[src/rtl/boot_seq_pkg.sv]
package boot_seq_pkg;

  typedef enum logic [2:0] {
    ST_RESET,
    ST_WAIT_CLK,
    ST_SETTLE,
    ST_CHECK,
    ST_RELEASE,
    ST_RUN
  } boot_state_e;

  // an erased flash word reads back as all ones
  function automatic logic word_is_erased(input logic [63:0] w, input int unsigned width);
    logic all1;
    all1 = 1'b1;
    for (int i = 0; i < 64; i++) begin
      if (i < width && !w[i]) all1 = 1'b0;
    end
    return all1;
  endfunction

  // check word index to byte offset (32-bit words)
  function automatic int unsigned word_byte_offset(input int unsigned idx);
    return idx * 4;
  endfunction

  // bank 1 serves a fetch only in the boot region when the bootloader was chosen
  function automatic logic route_to_alt(input logic direct_bit, input logic boot_alt);
    return !direct_bit && boot_alt;
  endfunction

endpackage

[src/rtl/boot_seq_ctrl.sv]
module boot_seq_ctrl
  import boot_seq_pkg::*;
#(
  parameter int SETTLE_CYCLES = 16,
  parameter int CHECK_WORDS   = 2,
  parameter int DATA_W        = 32,
  parameter int OFS_W         = 24
) (
  input  logic              clk,
  input  logic              rst_n,
  input  logic              clk_ok,
  input  logic              strap_i,
  output logic              chk_rd,
  output logic [OFS_W-1:0]  chk_addr,
  input  logic [DATA_W-1:0] chk_data,
  output logic              core_run,
  output logic              boot_alt
);
  localparam int CNT_W = $clog2(SETTLE_CYCLES) + 1;
  localparam int IDX_W = $clog2(CHECK_WORDS) + 1;

  boot_state_e      st_q, st_d;
  logic [CNT_W-1:0] cnt_q;
  logic [IDX_W-1:0] idx_q;
  logic             blank_q;
  logic             alt_q;

  // named internal events
  logic settle_done;
  logic last_chk;
  logic word_blank;

  assign settle_done = (st_q == ST_SETTLE) && (cnt_q == CNT_W'(SETTLE_CYCLES - 1));
  assign last_chk    = (st_q == ST_CHECK) && (idx_q == IDX_W'(CHECK_WORDS - 1));
  assign chk_rd      = (st_q == ST_CHECK);
  assign chk_addr    = OFS_W'(word_byte_offset(32'(idx_q)));
  assign word_blank  = chk_rd && word_is_erased(64'(chk_data), DATA_W);
  assign core_run    = (st_q == ST_RUN);
  assign boot_alt    = alt_q;

  always_comb begin
    st_d = st_q;
    unique case (st_q)
      ST_RESET:    st_d = ST_WAIT_CLK;
      ST_WAIT_CLK: if (clk_ok) st_d = ST_SETTLE;
      ST_SETTLE:   if (settle_done) st_d = ST_CHECK;
      ST_CHECK:    if (last_chk) st_d = ST_RELEASE;
      ST_RELEASE:  st_d = ST_RUN;
      ST_RUN:      st_d = ST_RUN;
      default:     st_d = ST_RESET;
    endcase
  end

  always_ff @(posedge clk or negedge rst_n) begin
    if (!rst_n) begin
      st_q    <= ST_RESET;
      cnt_q   <= '0;
      idx_q   <= '0;
      blank_q <= 1'b0;
      alt_q   <= 1'b0;
    end else begin
      st_q    <= st_d;
      cnt_q   <= (st_q == ST_SETTLE) ? cnt_q + 1'b1 : '0;
      idx_q   <= (st_q == ST_CHECK) ? idx_q + 1'b1 : '0;
      blank_q <= (st_q == ST_CHECK) ? (blank_q | word_blank) : 1'b0;
      if (last_chk) alt_q <= strap_i | blank_q | word_blank;
    end
  end

  // assertions
  assert_reset_hold_R1: assert property (@(posedge clk) !rst_n |-> (!core_run && !chk_rd));
  assert_wait_clk_R2: assert property (@(posedge clk) disable iff (!rst_n)
    (st_q == ST_WAIT_CLK && !clk_ok) |=> (st_q == ST_WAIT_CLK));
  assert_settle_then_check_R3: assert property (@(posedge clk) disable iff (!rst_n)
    settle_done |=> (chk_rd && chk_addr == '0));
  assert_gap_before_run_R6: assert property (@(posedge clk) disable iff (!rst_n)
    last_chk |=> (!chk_rd && !core_run));
  assert_run_sticky_R6: assert property (@(posedge clk) disable iff (!rst_n)
    core_run |=> core_run);
  assert_choice_frozen_R10: assert property (@(posedge clk) disable iff (!rst_n)
    core_run |=> $stable(boot_alt));
  assert_no_check_in_run_R4: assert property (@(posedge clk) disable iff (!rst_n)
    chk_rd |-> !core_run);

endmodule

[src/rtl/boot_seq_remap.sv]
module boot_seq_remap
  import boot_seq_pkg::*;
#(
  parameter int ADDR_W = 25,
  parameter int DATA_W = 32
) (
  input  logic              clk,
  input  logic              rst_n,
  input  logic              core_run,
  input  logic              boot_alt,
  input  logic              cpu_rd,
  input  logic [ADDR_W-1:0] cpu_addr,
  output logic [DATA_W-1:0] cpu_rdata,
  output logic              b0_rd,
  output logic [ADDR_W-2:0] b0_addr,
  input  logic [DATA_W-1:0] b0_rdata,
  output logic              b1_rd,
  output logic [ADDR_W-2:0] b1_addr,
  input  logic [DATA_W-1:0] b1_rdata
);
  localparam int DIRECT_BIT = ADDR_W - 1;

  logic pick_alt;
  logic direct_hit;

  assign direct_hit = cpu_addr[DIRECT_BIT];
  assign pick_alt   = route_to_alt(direct_hit, boot_alt);
  assign b0_addr    = cpu_addr[DIRECT_BIT-1:0];
  assign b1_addr    = cpu_addr[DIRECT_BIT-1:0];
  assign b0_rd      = core_run && cpu_rd && !pick_alt;
  assign b1_rd      = core_run && cpu_rd && pick_alt;

  always_comb begin
    if (!core_run) cpu_rdata = '0;
    else if (pick_alt) cpu_rdata = b1_rdata;
    else cpu_rdata = b0_rdata;
  end

  // assertions
  assert_one_bank_R7: assert property (@(posedge clk) disable iff (!rst_n)
    $onehot0({b0_rd, b1_rd}));
  assert_direct_user_R8: assert property (@(posedge clk) disable iff (!rst_n)
    (core_run && cpu_rd && direct_hit) |-> (b0_rd && !b1_rd));
  assert_held_quiet_R9: assert property (@(posedge clk) disable iff (!rst_n)
    !core_run |-> (!b0_rd && !b1_rd && cpu_rdata == '0));

endmodule

[src/rtl/boot_seq_top.sv]
module boot_seq_top #(
  parameter int SETTLE_CYCLES = 16,
  parameter int CHECK_WORDS   = 2,
  parameter int ADDR_W        = 25,
  parameter int DATA_W        = 32
) (
  input  logic              clk,
  input  logic              rst_n,
  input  logic              clk_ok,
  input  logic              strap_i,
  output logic              chk_rd,
  output logic [ADDR_W-2:0] chk_addr,
  input  logic [DATA_W-1:0] chk_data,
  output logic              core_rst_n,
  input  logic              cpu_rd,
  input  logic [ADDR_W-1:0] cpu_addr,
  output logic [DATA_W-1:0] cpu_rdata,
  output logic              b0_rd,
  output logic [ADDR_W-2:0] b0_addr,
  input  logic [DATA_W-1:0] b0_rdata,
  output logic              b1_rd,
  output logic [ADDR_W-2:0] b1_addr,
  input  logic [DATA_W-1:0] b1_rdata
);
  localparam int OFS_W = ADDR_W - 1;

  logic core_run;
  logic boot_alt;

  boot_seq_ctrl #(
    .SETTLE_CYCLES(SETTLE_CYCLES),
    .CHECK_WORDS  (CHECK_WORDS),
    .DATA_W       (DATA_W),
    .OFS_W        (OFS_W)
  ) ctrl_i (
    .clk     (clk),
    .rst_n   (rst_n),
    .clk_ok  (clk_ok),
    .strap_i (strap_i),
    .chk_rd  (chk_rd),
    .chk_addr(chk_addr),
    .chk_data(chk_data),
    .core_run(core_run),
    .boot_alt(boot_alt)
  );

  boot_seq_remap #(
    .ADDR_W(ADDR_W),
    .DATA_W(DATA_W)
  ) remap_i (
    .clk      (clk),
    .rst_n    (rst_n),
    .core_run (core_run),
    .boot_alt (boot_alt),
    .cpu_rd   (cpu_rd),
    .cpu_addr (cpu_addr),
    .cpu_rdata(cpu_rdata),
    .b0_rd    (b0_rd),
    .b0_addr  (b0_addr),
    .b0_rdata (b0_rdata),
    .b1_rd    (b1_rd),
    .b1_addr  (b1_addr),
    .b1_rdata (b1_rdata)
  );

  assign core_rst_n = core_run;

endmodule

[config.mk]
export PLATFORM = sky130hd
export DESIGN_NAME = boot_seq_top
export DESIGN_NICKNAME = d
export VERILOG_FILES = /design/src/rtl/boot_seq_pkg.sv /design/src/rtl/boot_seq_ctrl.sv /design/src/rtl/boot_seq_remap.sv /design/src/rtl/boot_seq_top.sv
export SDC_FILE = /design/constraint.sdc
export NUM_CORES = 1
export LEC_CHECK = 0
export BUFFER_PORTS_ARGS = -buffer_cell sky130_fd_sc_hd__buf_2
export CAP_MARGIN = 20
export CORE_AREA = 3 3 88 90
export DETAILED_ROUTE_END_ITERATION = 10
export DIE_AREA = 0 0 91 93
export GPL_TIMING_DRIVEN = 0
export SYNTH_ARGS = -nofsm -noshare
export SYNTH_HDL_FRONTEND = slang
export SYNTH_SLANG_ARGS = --single-unit
[constraint.sdc]
create_clock -name clk -period 1.43 [get_ports clk]
set_input_delay 0.143 -clock clk [delete_from_list [all_inputs] [get_ports clk]]
set_output_delay 0.143 -clock clk [all_outputs]
set_load 0.05 [all_outputs]
## After elaboration in Yosys (flattened, before gate mapping)

Cells that the tools add are included.

- Memories: 0
- Register bits: 12
- Latch bits: 0
- Output and inout port bits: 108
- Bits in read-only memories: 0
- Bits in writable memories: 0

- Div/mod/pow operators: 0
- Reduce and logical (&&, ||, !) cells: 12
- Shifts and indexed selects: 0
- $mul: 0
- Bitwise operators: 3
- Add/sub/neg operators: 2
- $lt $le $gt $ge: 0
- Multiplexer cells: 41
- Equal/unequal tests: 10

Operator list:

| kind | number |
|---|---|
| 32-bit two-way mux | 2 |
| 1-bit two-way mux | 33 |
| 3-bit case mux with 5 select lines | 1 |
| 3-bit two-way mux | 3 |
| 1-bit logical AND | 7 |
| 3-bit by 2-bit == test with 1-bit output, second input constant | 2 |
| 3-bit == test, second input constant | 2 |
| 5-bit by 1-bit adder with 5-bit output, second input constant | 1 |
| 5-bit by 4-bit == test with 1-bit output, second input constant | 1 |
| 5-bit two-way mux | 1 |
| 2-bit != test, second input constant | 2 |
| 3-bit by 1-bit == test with 1-bit output, second input constant | 1 |
| 3-bit zero test | 1 |
| 1-bit bitwise OR | 3 |
| 3-bit AND reduction | 1 |
| 2-bit by 1-bit adder with 2-bit output, second input constant | 1 |
| 2-bit by 1-bit == test with 1-bit output, second input constant | 1 |
| 1-bit zero test | 2 |
| 2-bit two-way mux | 1 |
| 2-bit by 1-bit != test with 1-bit output, second input constant | 1 |
| 2-bit OR reduction | 1 |

## Longest topological paths before layout

- Depth after elaboration: 35
- Mapped depth: 5
- Gate-level depth less buffers: 5

## By module

From an unflattened synthesis, not the netlist that was laid out.

- Cell total of the unflattened synthesis: 244
- Area total of the unflattened synthesis: 1833.0 sq um

Modules (own cells, without submodules):

| module | instances | seq. area each (sq um) | cells each | area each (sq um) |
|---|---|---|---|---|
| boot_seq_remap | 1 | 0.0 | 159 | 1062.3 |
| boot_seq_ctrl | 1 | 300.3 | 85 | 770.7 |

## Least setup slack after synthesis

Ideal clock, no wire load.

- Kind: reg2out
- From: reg ctrl_i.alt_q (netlist: ctrl_i.boot_alt)
- To: out cpu_rdata[0]
- Stages on the path, launching flop included: 6
- Buffers on the path: 2
- Data arrival time: 1551 ps
- Path slack: -264 ps
- Cell sequence: dfrtp_1 -> nand2b_1 -> clkbuf_2 -> buf_4 -> nand2_1 -> a21oi_1

- Cells in the longest elaborated chain, start to end: 3

Ends and longest elaborated chain:

| item | RTL line | source |
|---|---|---|
| from (decl) | boot_seq_ctrl.sv:26 | `logic alt_q;` |
| from (signal assigned) | boot_seq_ctrl.sv:66 | `if (last_chk) alt_q <= strap_i \| blank_q \| word_blank;` |
| 1-bit logical AND | boot_seq_pkg.sv:29 | `return !direct_bit && boot_alt;` |
| 32-bit two-way mux | boot_seq_remap.sv:35 | `else if (pick_alt) cpu_rdata = b1_rdata;` |
| 32-bit two-way mux | boot_seq_remap.sv:34 | `if (!core_run) cpu_rdata = '0;` |
| to (decl) | boot_seq_top.sv:17 | `output logic [DATA_W-1:0] cpu_rdata,` |

No other way between the ends.

## Worst setup path after layout

- From: reg ctrl_i.alt_q (netlist: ctrl_i.boot_alt)
- To: out cpu_rdata[23]

The elaborated chain is that of the path after synthesis.

==> impl_metrics.json <==
{
  "status": "finished with violations",
  "violations": "negative setup slack",
  "grt_max_degree": 13,
  "cts_buffers": 3,
  "cts-root-buf": "clkbuf_8",
  "cts.sinks": 12,
  "r2r-start": "ctrl_i.cnt_q[0]",
  "crit_required_ns": 1.29,
  "syn_to_final_growth_pct": 115,
  "drive_gt1_share_pct": 73.0,
  "p_leak_nw": 1.99,
  "finClkSkew_ns": 0.00176,
  "clock_latency_ns": 0.24,
  "grt_pass1_wl_mm": 10.7,
  "hold_viol": 0,
  "antenna_found_initial": 0,
  "start_util_pct": 23.4,
  "crit_arrival_ns": 1.46,
  "place_area_mm2": 0.00285,
  "holdPathStages": 3,
  "drt_wl_total_mm": 7.35,
  "grtUsageTotal_pct": 15.1,
  "critPathKind": "reg -> out",
  "setup_viol": 34,
  "overflow": 0,
  "avgRoutedWirePerCell_um": 12.8,
  "synth_seq_cells": 12,
  "r2r-end": "ctrl_i.st_q[0]",
  "worst_hold_slack_ns": 0.194,
  "clk_pin_slew_worst_paths_ns": 0.06,
  "drt-vias-per-instance": 4.02,
  "cp_cell_sequence": "nor2b_4 > buf_6 > buf_6 > nand2_4 > a21oi_2 > buf_6",
  "power_per_cell_area_mw_per_mm2": 609,
  "dp_slack_ns": -0.0849,
  "routedLengthMet1_mm": 2.63,
  "regToRegSetupSlack_ns": 0.13,
  "final.setup.worst_slack_ns": -0.174,
  "yosys_warnings": 0,
  "met2_length_mm": 4.11,
  "slew_viol_final": 0,
  "max_freq_mhz": 623,
  "drt-pass1-iter-count": 4,
  "critPathLaunchType": "flop",
  "cp_max_fo": 5,
  "clock_path_buffers": 2,
  "synth_cell_type_count": 27,
  "syn_area_mm2": 0.00167,
  "nets": 607,
  "min_period_over_period_pct": 112,
  "die_x_um": 91,
  "hold_class": "in -> reg",
  "synthCells": 246,
  "max_stage_delay_ns": 0.37,
  "detailroute.via_count": 2317,
  "end_kind": "primary output",
  "design.core.area_mm2": 0.00714,
  "dr_wl_met3_um": 587,
  "io_buffer_count": 187,
  "first_iter_violations": 24,
  "grt_pass1_vias": 2188,
  "cts_tree": "done",
  "irDropWorstVdd_mv": 0.425,
  "synth_seq_area_share_pct": 18.0,
  "rr_worst_depth": 5,
  "rsz0062_at_grt": "yes",
  "drc_errors": 0,
  "period_needed_ns": 1.60,
  "diodes": 0,
  "place_congestion": 0.822,
  "htreeDepth": 1,
  "die_y_um": 93,
  "dp.final_hpwl_mm": 5.87,
  "critPathSlowestCell": "dfrtp_1",
  "max_cap_viol_count": 0,
  "top_layer_used": "met4",
  "ant_nets": 0,
  "row_count": 31,
  "ios": 234,
  "hold_path_end": "ctrl_i.st_q[1]",
  "postSynthAreaPerCell_um2": 6.79,
  "fin_util_pct": 50.2,
  "n_fill_cell": 731,
  "hp-start": "clk_ok",
  "die-area_mm2": 0.00846,
  "cpMostUsedCell": "buf_6",
  "postLayoutCellArea_mm2": 0.00359
}
[flip-flops by register name, indices dropped and copies added, names as in the netlist]
signal           count
ctrl_i.idx_q         2
ctrl_i.cnt_q         5
ctrl_i.boot_alt      1
ctrl_i.blank_q       1
ctrl_i.st_q          3
[area by class of cell]
| class | count | area, um2 | area share, % |
|---|---|---|---|
| plain buffers | 82 | 676 | 18.8 |
| well taps | 99 | 124 | 3.45 |
| inverters | 6 | 25.0 | 0.698 |
| clock buffers | 4 | 55.1 | 1.54 |
| multi-input cells | 167 | 1030 | 28.8 |
| repair buffers | 206 | 1370 | 38.2 |
| flip-flops and latches | 12 | 303 | 8.44 |
[placed cells by master, fill, tap and decap left out, types with 10 or more instances in the layout]
| master | instances |
|---|---|
| a21oi_2 | 23 |
| buf_6 | 39 |
| buf_4 | 85 |
| dfrtp_1 | 10 |
| nand2_1 | 53 |
| conb_1 | 22 |
| buf_8 | 10 |
| nand2_2 | 10 |
| buf_2 | 151 |
[where the power goes]
| part | leakage (nW) | total (W) | switching [W] | internal, W |
|---|---|---|---|---|
| combinational | 1.80 | 0.00147 | 0.000931 | 0.000539 |
| clock | 0.0288 | 0.000373 | 0.000129 | 0.000243 |
| sequential | 0.153 | 0.000342 | 0.00000126 | 0.000341 |
| total | 1.99 | 0.00218 | 0.00106 | 0.00112 |
[cell usage after synthesis, drive strengths merged]
| library cell | n | area, um2 |
|---|---|---|
| o21ai | 3 | 15.0 |
| nor2b | 1 | 6.26 |
| a22oi | 1 | 7.51 |
| nor4 | 2 | 25.0 |
| conb | 1 | 3.75 |
| nor2 | 8 | 30.0 |
| xnor2 | 1 | 8.76 |
| nand3b | 2 | 27.5 |
| xor2 | 1 | 8.76 |
| dfrtp | 12 | 300 |
| nand2b | 3 | 18.8 |
| a21oi | 35 | 175 |
| nand2 | 69 | 259 |
| ha | 3 | 37.5 |
| nand3 | 2 | 15.0 |
| a31oi | 1 | 6.26 |
| clkbuf | 1 | 5.00 |
| nor3 | 1 | 10.0 |
| inv | 6 | 22.5 |
| and3 | 3 | 18.8 |
| buf | 81 | 609 |
| nand4 | 8 | 50.1 |
| and2b | 1 | 10.0 |
[per-layer routing]
layer / track usage, % / vias up
li1: - / 1165
met1: 17.1 / 1051
met2: 29.4 / 97
met3: 3.14 / 4
met4: 1.88 / 0
met5: 0 / -
[metrics by stage]
stage / power [W] / instances / TNS (ns)
floorplan: 0.00130 / 267 / -5.95
global placement: 0.00160 / 553 / -0.640
detailed placement: 0.00161 / 553 / -0.980
CTS: 0.00211 / 567 / -5.11
global route: 0.00227 / 576 / -8.00
finish: 0.00218 / 576 / -4.54
[logic make-up after synthesis]
| family | Yosys count | share of synthesized area, % |
|---|---|---|
| and+or+nand+nor | 100 | 28.2 |
| buffers and inverters | 88 | 38.1 |
| AOI/OAI and AO/OA | 40 | 12.2 |
| DFF | 12 | 18.0 |
| adders and majority gates | 3 | 2.25 |
| xor gates and xnor gates | 2 | 1.05 |
| other | 1 | 0.225 |
[critical path: cells and delay by family, from the launching register on]
family | cells | cell delay [ns]
buf+inv | 3 | 0.46
compound gates | 1 | 0.17
flops | 1 | 0.37
simple gates | 2 | 0.22
[what timing repair did]
| item | in CTS | in global routing |
|---|---|---|
| hold endpoints to repair | 12 | 0 |
| buffers inserted | 3 | 9 |
| pin swaps | 9 | 18 |
| hold buffers | 1 | 0 |
| endpoints found under the setup margin | 36 | 37 |
| gates cloned | 6 | 1 |
| resized for setup | 101 | 57 |
[how the worst max path moves through the flow]
| stage | from | end | slack, ns |
|---|---|---|---|
| 2_1_floorplan | ctrl_i.boot_alt | cpu_rdata[16] | -0.26 |
| 3_3_place_gp | ctrl_i.boot_alt | cpu_rdata[4] | -0.06 |
| 3_5_place_dp | ctrl_i.boot_alt | cpu_rdata[4] | -0.08 |
| 4_1_cts | ctrl_i.boot_alt | cpu_rdata[25] | -0.17 |
| 5_1_grt | ctrl_i.boot_alt | cpu_rdata[4] | -0.29 |
| 6_report | ctrl_i.boot_alt | cpu_rdata[23] | -0.17 |
(Power assumes the default switching activity.)
